File: src/rtl/gpio_ovr_pkg.sv
`timescale 1ns/1ps
package gpio_ovr_pkg;

  // Strobes from the bus decoder to the register datapath
  typedef struct packed {
    logic wrDir;
    logic wrData;
    logic rdDir;
    logic rdData;
  } busStrobe_t;

  // Per-pin takeover request built from the peripheral enables
  typedef struct packed {
    logic odReq;   // open-drain ownership
    logic odVal;   // open-drain data bit
    logic outReq;  // forced push-pull output
    logic outVal;  // forced output value
    logic inReq;   // forced input
  } pinReq_t;

endpackage

File: src/rtl/gpio_ovr_ctrl.sv
`timescale 1ns/1ps
module gpio_ovr_ctrl
  import gpio_ovr_pkg::*;
#(
  parameter int ADDR_W    = 8,
  parameter int DATA_ADDR = 0,
  parameter int DIR_ADDR  = 2
) (
  input  logic [ADDR_W-1:0] busAddr,
  input  logic              busWrEn,
  output busStrobe_t        strobe
);
  localparam logic [ADDR_W-1:0] DataAddrC = ADDR_W'(DATA_ADDR);
  localparam logic [ADDR_W-1:0] DirAddrC  = ADDR_W'(DIR_ADDR);

  logic hitDir;
  logic hitData;

  assign hitDir  = (busAddr == DirAddrC);
  assign hitData = (busAddr == DataAddrC);

  always_comb begin
    strobe        = '0;
    strobe.rdDir  = hitDir;
    strobe.rdData = hitData;
    strobe.wrDir  = hitDir  & busWrEn;
    strobe.wrData = hitData & busWrEn;
  end
endmodule

File: src/rtl/gpio_ovr_regs.sv
`timescale 1ns/1ps
module gpio_ovr_regs
  import gpio_ovr_pkg::*;
#(
  parameter int NUM_PINS = 8
) (
  input  logic                clk,
  input  logic                rstN,
  input  busStrobe_t          strobe,
  input  logic [NUM_PINS-1:0] busWrData,
  output logic [NUM_PINS-1:0] busRdData,
  output logic [NUM_PINS-1:0] dirQ,
  output logic [NUM_PINS-1:0] dataQ
);
  always_ff @(posedge clk or negedge rstN) begin
    if (!rstN) begin
      dirQ <= '0;
    end else if (strobe.wrDir) begin
      dirQ <= busWrData;
    end
  end

  always_ff @(posedge clk or negedge rstN) begin
    if (!rstN) begin
      dataQ <= '0;
    end else if (strobe.wrData) begin
      dataQ <= busWrData;
    end
  end

  always_comb begin
    busRdData = '0;
    if (strobe.rdDir) begin
      busRdData = dirQ;
    end else if (strobe.rdData) begin
      busRdData = dataQ;
    end
  end
endmodule

File: src/rtl/gpio_ovr_map.sv
`timescale 1ns/1ps
module gpio_ovr_map
  import gpio_ovr_pkg::*;
#(
  parameter int NUM_PINS   = 8,
  parameter int PIN_CANTX  = 7,
  parameter int PIN_CANRX  = 6,
  parameter int PIN_ASCL   = 7,
  parameter int PIN_ASDA   = 6,
  parameter int PIN_BSCL   = 5,
  parameter int PIN_BSDA   = 4,
  parameter int PIN_CS2    = 5,
  parameter int PIN_CS0    = 4
) (
  input  logic canEn,
  input  logic canTxd,
  input  logic i2cAEn,
  input  logic i2cASclOut,
  input  logic i2cASdaOut,
  input  logic i2cBEn,
  input  logic i2cBSclOut,
  input  logic i2cBSdaOut,
  input  logic cs2En,
  input  logic cs2Out,
  input  logic cs0En,
  input  logic cs0Out,
  output pinReq_t [NUM_PINS-1:0] req
);
  always_comb begin
    req = '0;
    // CAN: transmit pin driven, receive pin held as input
    req[PIN_CANTX].outReq = canEn;
    req[PIN_CANTX].outVal = canTxd;
    req[PIN_CANRX].inReq  = canEn;
    // Chip selects: push-pull outputs
    req[PIN_CS2].outReq   = cs2En;
    req[PIN_CS2].outVal   = cs2Out;
    req[PIN_CS0].outReq   = cs0En;
    req[PIN_CS0].outVal   = cs0Out;
    // I2C controllers: open-drain pairs
    req[PIN_ASCL].odReq   = i2cAEn;
    req[PIN_ASCL].odVal   = i2cASclOut;
    req[PIN_ASDA].odReq   = i2cAEn;
    req[PIN_ASDA].odVal   = i2cASdaOut;
    req[PIN_BSCL].odReq   = i2cBEn;
    req[PIN_BSCL].odVal   = i2cBSclOut;
    req[PIN_BSDA].odReq   = i2cBEn;
    req[PIN_BSDA].odVal   = i2cBSdaOut;
  end
endmodule

File: src/rtl/gpio_ovr_resolve.sv
`timescale 1ns/1ps
module gpio_ovr_resolve
  import gpio_ovr_pkg::*;
#(
  parameter int NUM_PINS = 8
) (
  input  pinReq_t [NUM_PINS-1:0] req,
  input  logic    [NUM_PINS-1:0] dirQ,
  input  logic    [NUM_PINS-1:0] dataQ,
  output logic    [NUM_PINS-1:0] padOe,
  output logic    [NUM_PINS-1:0] padOut,
  output logic    [NUM_PINS-1:0] padOd
);
  // Priority per pin: open-drain, forced output, forced input, software
  for (genvar p = 0; p < NUM_PINS; p++) begin : g_pin
    pinReq_t r;
    assign r = req[p];
    assign padOd[p]  = r.odReq;
    assign padOe[p]  = r.odReq  ? ~r.odVal :
                       r.outReq ? 1'b1     :
                       r.inReq  ? 1'b0     : dirQ[p];
    assign padOut[p] = r.odReq  ? r.odVal  :
                       r.outReq ? r.outVal :
                       r.inReq  ? 1'b0     : dataQ[p];
  end
endmodule

File: src/rtl/gpio_ovr_port.sv
`timescale 1ns/1ps
module gpio_ovr_port
  import gpio_ovr_pkg::*;
#(
  parameter int NUM_PINS  = 8,
  parameter int ADDR_W    = 8,
  parameter int DATA_ADDR = 0,
  parameter int DIR_ADDR  = 2
) (
  input  logic                clk,
  input  logic                rstN,
  input  logic [ADDR_W-1:0]   busAddr,
  input  logic                busWrEn,
  input  logic [NUM_PINS-1:0] busWrData,
  output logic [NUM_PINS-1:0] busRdData,
  input  logic                canEn,
  input  logic                canTxd,
  input  logic                i2cAEn,
  input  logic                i2cASclOut,
  input  logic                i2cASdaOut,
  input  logic                i2cBEn,
  input  logic                i2cBSclOut,
  input  logic                i2cBSdaOut,
  input  logic                cs2En,
  input  logic                cs2Out,
  input  logic                cs0En,
  input  logic                cs0Out,
  output logic [NUM_PINS-1:0] padOe,
  output logic [NUM_PINS-1:0] padOut,
  output logic [NUM_PINS-1:0] padOd
);
  busStrobe_t                strobe;
  logic    [NUM_PINS-1:0]    dirQ;
  logic    [NUM_PINS-1:0]    dataQ;
  pinReq_t [NUM_PINS-1:0]    req;

  gpio_ovr_ctrl #(
    .ADDR_W(ADDR_W), .DATA_ADDR(DATA_ADDR), .DIR_ADDR(DIR_ADDR)
  ) ctrl_i (
    .busAddr(busAddr), .busWrEn(busWrEn), .strobe(strobe)
  );

  gpio_ovr_regs #(.NUM_PINS(NUM_PINS)) regs_i (
    .clk(clk), .rstN(rstN), .strobe(strobe), .busWrData(busWrData),
    .busRdData(busRdData), .dirQ(dirQ), .dataQ(dataQ)
  );

  gpio_ovr_map #(.NUM_PINS(NUM_PINS)) map_i (
    .canEn(canEn), .canTxd(canTxd),
    .i2cAEn(i2cAEn), .i2cASclOut(i2cASclOut), .i2cASdaOut(i2cASdaOut),
    .i2cBEn(i2cBEn), .i2cBSclOut(i2cBSclOut), .i2cBSdaOut(i2cBSdaOut),
    .cs2En(cs2En), .cs2Out(cs2Out), .cs0En(cs0En), .cs0Out(cs0Out),
    .req(req)
  );

  gpio_ovr_resolve #(.NUM_PINS(NUM_PINS)) resolve_i (
    .req(req), .dirQ(dirQ), .dataQ(dataQ),
    .padOe(padOe), .padOut(padOut), .padOd(padOd)
  );
endmodule

File: config.mk
export PLATFORM = sky130hd
export DESIGN_NAME = gpio_ovr_port
export DESIGN_NICKNAME = d
export VERILOG_FILES = /design/src/rtl/gpio_ovr_pkg.sv /design/src/rtl/gpio_ovr_ctrl.sv /design/src/rtl/gpio_ovr_regs.sv /design/src/rtl/gpio_ovr_map.sv /design/src/rtl/gpio_ovr_resolve.sv /design/src/rtl/gpio_ovr_port.sv
export SDC_FILE = /design/constraint.sdc
export NUM_CORES = 1
export LEC_CHECK = 0
export ABC_AREA = 1
export BUFFER_PORTS_ARGS = -buffer_cell sky130_fd_sc_hd__buf_2
export CORE_UTILIZATION = 52
export DETAILED_ROUTE_END_ITERATION = 12
export GPL_ROUTABILITY_DRIVEN = 1
export HOLD_SLACK_MARGIN = 0.1
export PLACE_DENSITY = 0.85
export SLEW_MARGIN = 10
export SYNTH_ARGS = -nofsm -noshare
export SYNTH_HDL_FRONTEND = slang
export SYNTH_HIERARCHICAL = 1
export SYNTH_SLANG_ARGS = --single-unit
File: constraint.sdc
create_clock -name clk -period 2 [get_ports clk]
set_input_delay 0.4 -clock clk [delete_from_list [all_inputs] [get_ports clk]]
set_output_delay 0.4 -clock clk [all_outputs]
set_load 0.005 [all_outputs]
After elaboration in Yosys (flattened, before gate mapping)
Index checks and enable logic that the tools add are counted.
Cells by class
  reductions and logical operators: 1
  mux-type cells: 18
  bitwise operators: 6
  equality and inequality tests: 1
Operators by type and width (count)
  $mux 1: 16
  $mux 8: 2
  $eq 8x2->1 const B: 1
  $logic_not 8->1: 1
  $not 1->1: 4
  $and 1x1->1: 2
Storage, ports and cells
  input port bits: 31
  output and inout port bits: 32
  bits in registers: 16

Depth between registers and ports, before layout
  depth in word-level cells: 3
  depth in mapped cells: 10
  mapped depth without buffers: 8

By module
The synthesis kept the hierarchy.
Modules (own cells, without submodules)
  gpio_ovr_regs: times used 1, area an instance 739.5 um^2, cells each 93, seq. area each 400.4 um^2
  gpio_ovr_resolve: times used 1, area an instance 411.6 um^2, cells each 76, seq. area each 0.0 um^2
  gpio_ovr_map: times used 1, area an instance 304.0 um^2, cells each 41, seq. area each 0.0 um^2
  gpio_ovr_ctrl: times used 1, area an instance 90.1 um^2, cells each 21, seq. area each 0.0 um^2

Worst setup path after synthesis
No wires, ideal clock.
  path type: input -> output
  from: input busAddr[7]
  to: output busRdData[0]
  data required time: 1.600 ns
  path slack: 0.452 ns
  stages on the path: 10
  buffers on the path: 2
  arrival time: 1.148 ns
  path through: nor2_1 > nand2_1 > inv_1 > nand2_1 > inv_1 > buf_4 > buf_4 > inv_2 > nand3_1 > nand2_1
On the way
  elaborated cells on any way between the ends: 4
  classes of those cells: 1 x eq/ne; 2 x mux; 1 x reduce/logical
RTL lines
  start: declaration: RTL line gpio_ovr_port.sv:12  | input logic [ADDR_W-1:0] busAddr,
  $eq 8x2->1: RTL line gpio_ovr_ctrl.sv:19  | assign hitDir = (busAddr == DirAddrC);
  net ctrl_i.hitDir: RTL line gpio_ovr_ctrl.sv:16  | logic hitDir;
  $mux 8: RTL line gpio_ovr_regs.sv:33  | if (strobe.rdDir) begin
  end: declaration: RTL line gpio_ovr_port.sv:15  | output logic [NUM_PINS-1:0] busRdData,
The timed path passes the listed nets, and every way through them passes these cells.

==> metrics <==
commonest cells after routing, fill and taps aside=58 x buf_2, 57 x nand2_1, 32 x inv_1; CP startpoint kind=input port; Synth Area in Simple Gates=29.6%; power density cells=462 mW/mm^2; Compound-Gate Fraction of Synth Area=9.64%; Starting Density=55.6%; Leak=0.947 nW; Crit path arrival time=1.39 ns; maximum clock frequency=558 MHz; clk_lat worst skew=0.28 ns; main combinational cell family by area after synthesis=buffers and inverters; worst-margin pin slew=0.551 ns; max_cap viols=0; worst path cell trace=buf_2 > nor2_1 > nand2_1 > inv_1 > nand2_1 > inv_1 > inv_2 > nand3_1 > nand2_1 > buf_2; minimum clock period=1.79 ns; largest area contributor in the netlist=dfrtp_1; critical path fanouts, max=8; Ports=63; number of remaining DRC errors=0; critical path class=input port to output pin; CTS tree=built; std cell rows=19; Cells after Synth=231; routed vias=1293; setup TNS=0 ns; xor and xnor fraction of the mapped netlist area=0%; Avg WL per Cell=8.41 um; nets@finish=299; VDD IR max=0.000342 V; port buffer count=58; Die Height=56.5 um; Top cell by count, worst path=nand2_1; top cells by area, synth=dfrtp_1 26%, buf_4 25%, nand2_1 14%; share of layout cells above drive strength 1=28.5%; Sink Count=16; mean post-synth cell area=6.69 um^2; largest net degree at the start of global routing=17; hpwl dp=2060 um; clk buf depth=2; Final Skew=0 ns; Core Region=0.00278 mm^2; final core occ=58.5%; number of antenna-violating nets in the routed design=0; Pins Over Slew Limit=0; Die Wd=56.5 um; antenna violations before repair=0; Worst path slowest cell=inv_1; global-route wire length before repair=4200 um; number of synthesized register bits=16; Num CTS Buffers=3; Area Growth Syn to Fin=5.34%; post-synthesis instance area=0.00155 mm^2; register area=400 um^2; Adder-Cell Fraction of Synth Area=0%; Layout fillers=287; Min-Delay Path Class=input port to flop; gpl congestion=0.798; outcome=complete, no violations; Slowest Stage Delay on Critical Path=0.19 ns; final count of hold timing violations=0; final setup vio count=0; crit share post-route=89.6%; clock root cell=clkbuf_4; GRT Total Usage=16.3%; Cell variety after synth=17; clk slew on worst S/H paths=0.10 ns; Worst slew margin=63.2%; top-area cell type share of the netlist area=25.9%; most common cell after layout, fill and taps aside=buf_2; post_cts resized=0; CP top delay family=buffers and inverters; unrepaired setup endpoints after global routing=no; Congestion Overflow GR=0; area of the multi-input gates=706 um^2; Iteration-0 DRC Markers=25; H-tree depth=1; kind of end point of the critical path=output pin; Initial DRT Pass Iterations=4; YS warnings=6; die area=0.00319 mm^2; mux cell area share after synthesis=0%; vias in the first global route=1041; DR vias/cell=4.34; Routed WL=2510 um; CP required=1.60 ns; Worst Path Buf+Inv=5; Post-CTS Setup Repair Bufs=0; register area share after synthesis=25.9%; antenna cells=0
[path summary, 6_finish.rpt]
| check | cells past startpoint | to | start | slack, ns |
|---|---|---|---|---|
| worst min register to register | 2 | regs_i/dirQ[7]$_DFFE_PN0P_ | regs_i/dirQ[7]$_DFFE_PN0P_ | 0.55 |
| worst max-delay path | 10 | busRdData[5] | busAddr[5] | 0.21 |
| max in group asynchronous | 2 | regs_i/dataQ[3]$_DFFE_PN0P_ | rstN | 1.19 |
| worst min-delay path | 3 | regs_i/dataQ[6]$_DFFE_PN0P_ | busWrData[6] | 0.33 |
| worst max register to register | 2 | regs_i/dataQ[0]$_DFFE_PN0P_ | regs_i/dataQ[0]$_DFFE_PN0P_ | 1.30 |
| min in group asynchronous | 2 | regs_i/dirQ[7]$_DFFE_PN0P_ | rstN | 0.55 |
[layout make-up]
cell class	instances	area share, %
inverters	33	7.61
flip-flops and latches	16	24.6
multi-input cells	152	43.4
clock buffers	4	2.23
well taps	31	2.38
repair buffers	62	19.8
[synth_stat cells]
cell type / count
a21boi_1: 7
a21boi_2: 1
a21oi_1: 1
buf_2: 1
buf_4: 51
buf_6: 2
conb_1: 1
dfrtp_1: 16
inv_1: 32
inv_2: 1
nand2_1: 57
nand3_1: 22
nand3b_1: 7
nor2_1: 7
nor2_2: 8
nor3_1: 1
o21ai_0: 16
[through the flow]
stage                     hold slack, ns  total power [mW]  setup slack, ns  instance area (um^2)  std cells
after floorplan                    0.104             0.533            0.452                  1640        255
after global placement             0.327             0.542            0.240                  1580        293
after detailed placement           0.329             0.545            0.200                  1580        293
after CTS                          0.329             0.757            0.199                  1630        298
after global routing               0.325             0.805           0.0795                  1630        298
final                              0.333             0.752            0.207                  1630        298
[power by group]
group	internal (mW)	switching, mW	total, mW
combinational	0.0814	0.0872	0.169
sequential	0.350	0.0222	0.372
clock	0.111	0.100	0.211
total	0.542	0.210	0.752
[kinds of logic after synthesis]
logic type,count (synthesis)
flops,16
other cells,1
buf+inv,87
compound gates,25
simple gates,102
[per-layer routing]
metal	part of all wire [%]	track usage, %	vias up	wire (um)
li1	-	-	715	-
met1	44	20.5	537	1110
met2	48	28.2	39	1200
met3	7.2	3.23	2	181
met4	0.80	4.18	0	20
met5	0	0	-	0
[what timing repair did]
action | in CTS | in global routing
hold buffers | 1 | 0
endpoints found under the hold margin | 16 | 0
setup endpoints to repair | 0 | 0
[worst register-to-register path: stages (launching register included)]
cell and delay, ns:
dfrtp_1 0.39, inv_1 0.05, o21ai_0 0.17
[registers in the layout (all words and copies together), names as in the netlist]
| name | flops |
|---|---|
| regs_i/dataQ | 8 |
| regs_i/dirQ | 8 |
Note: power is estimated with default switching activity, not from simulation.
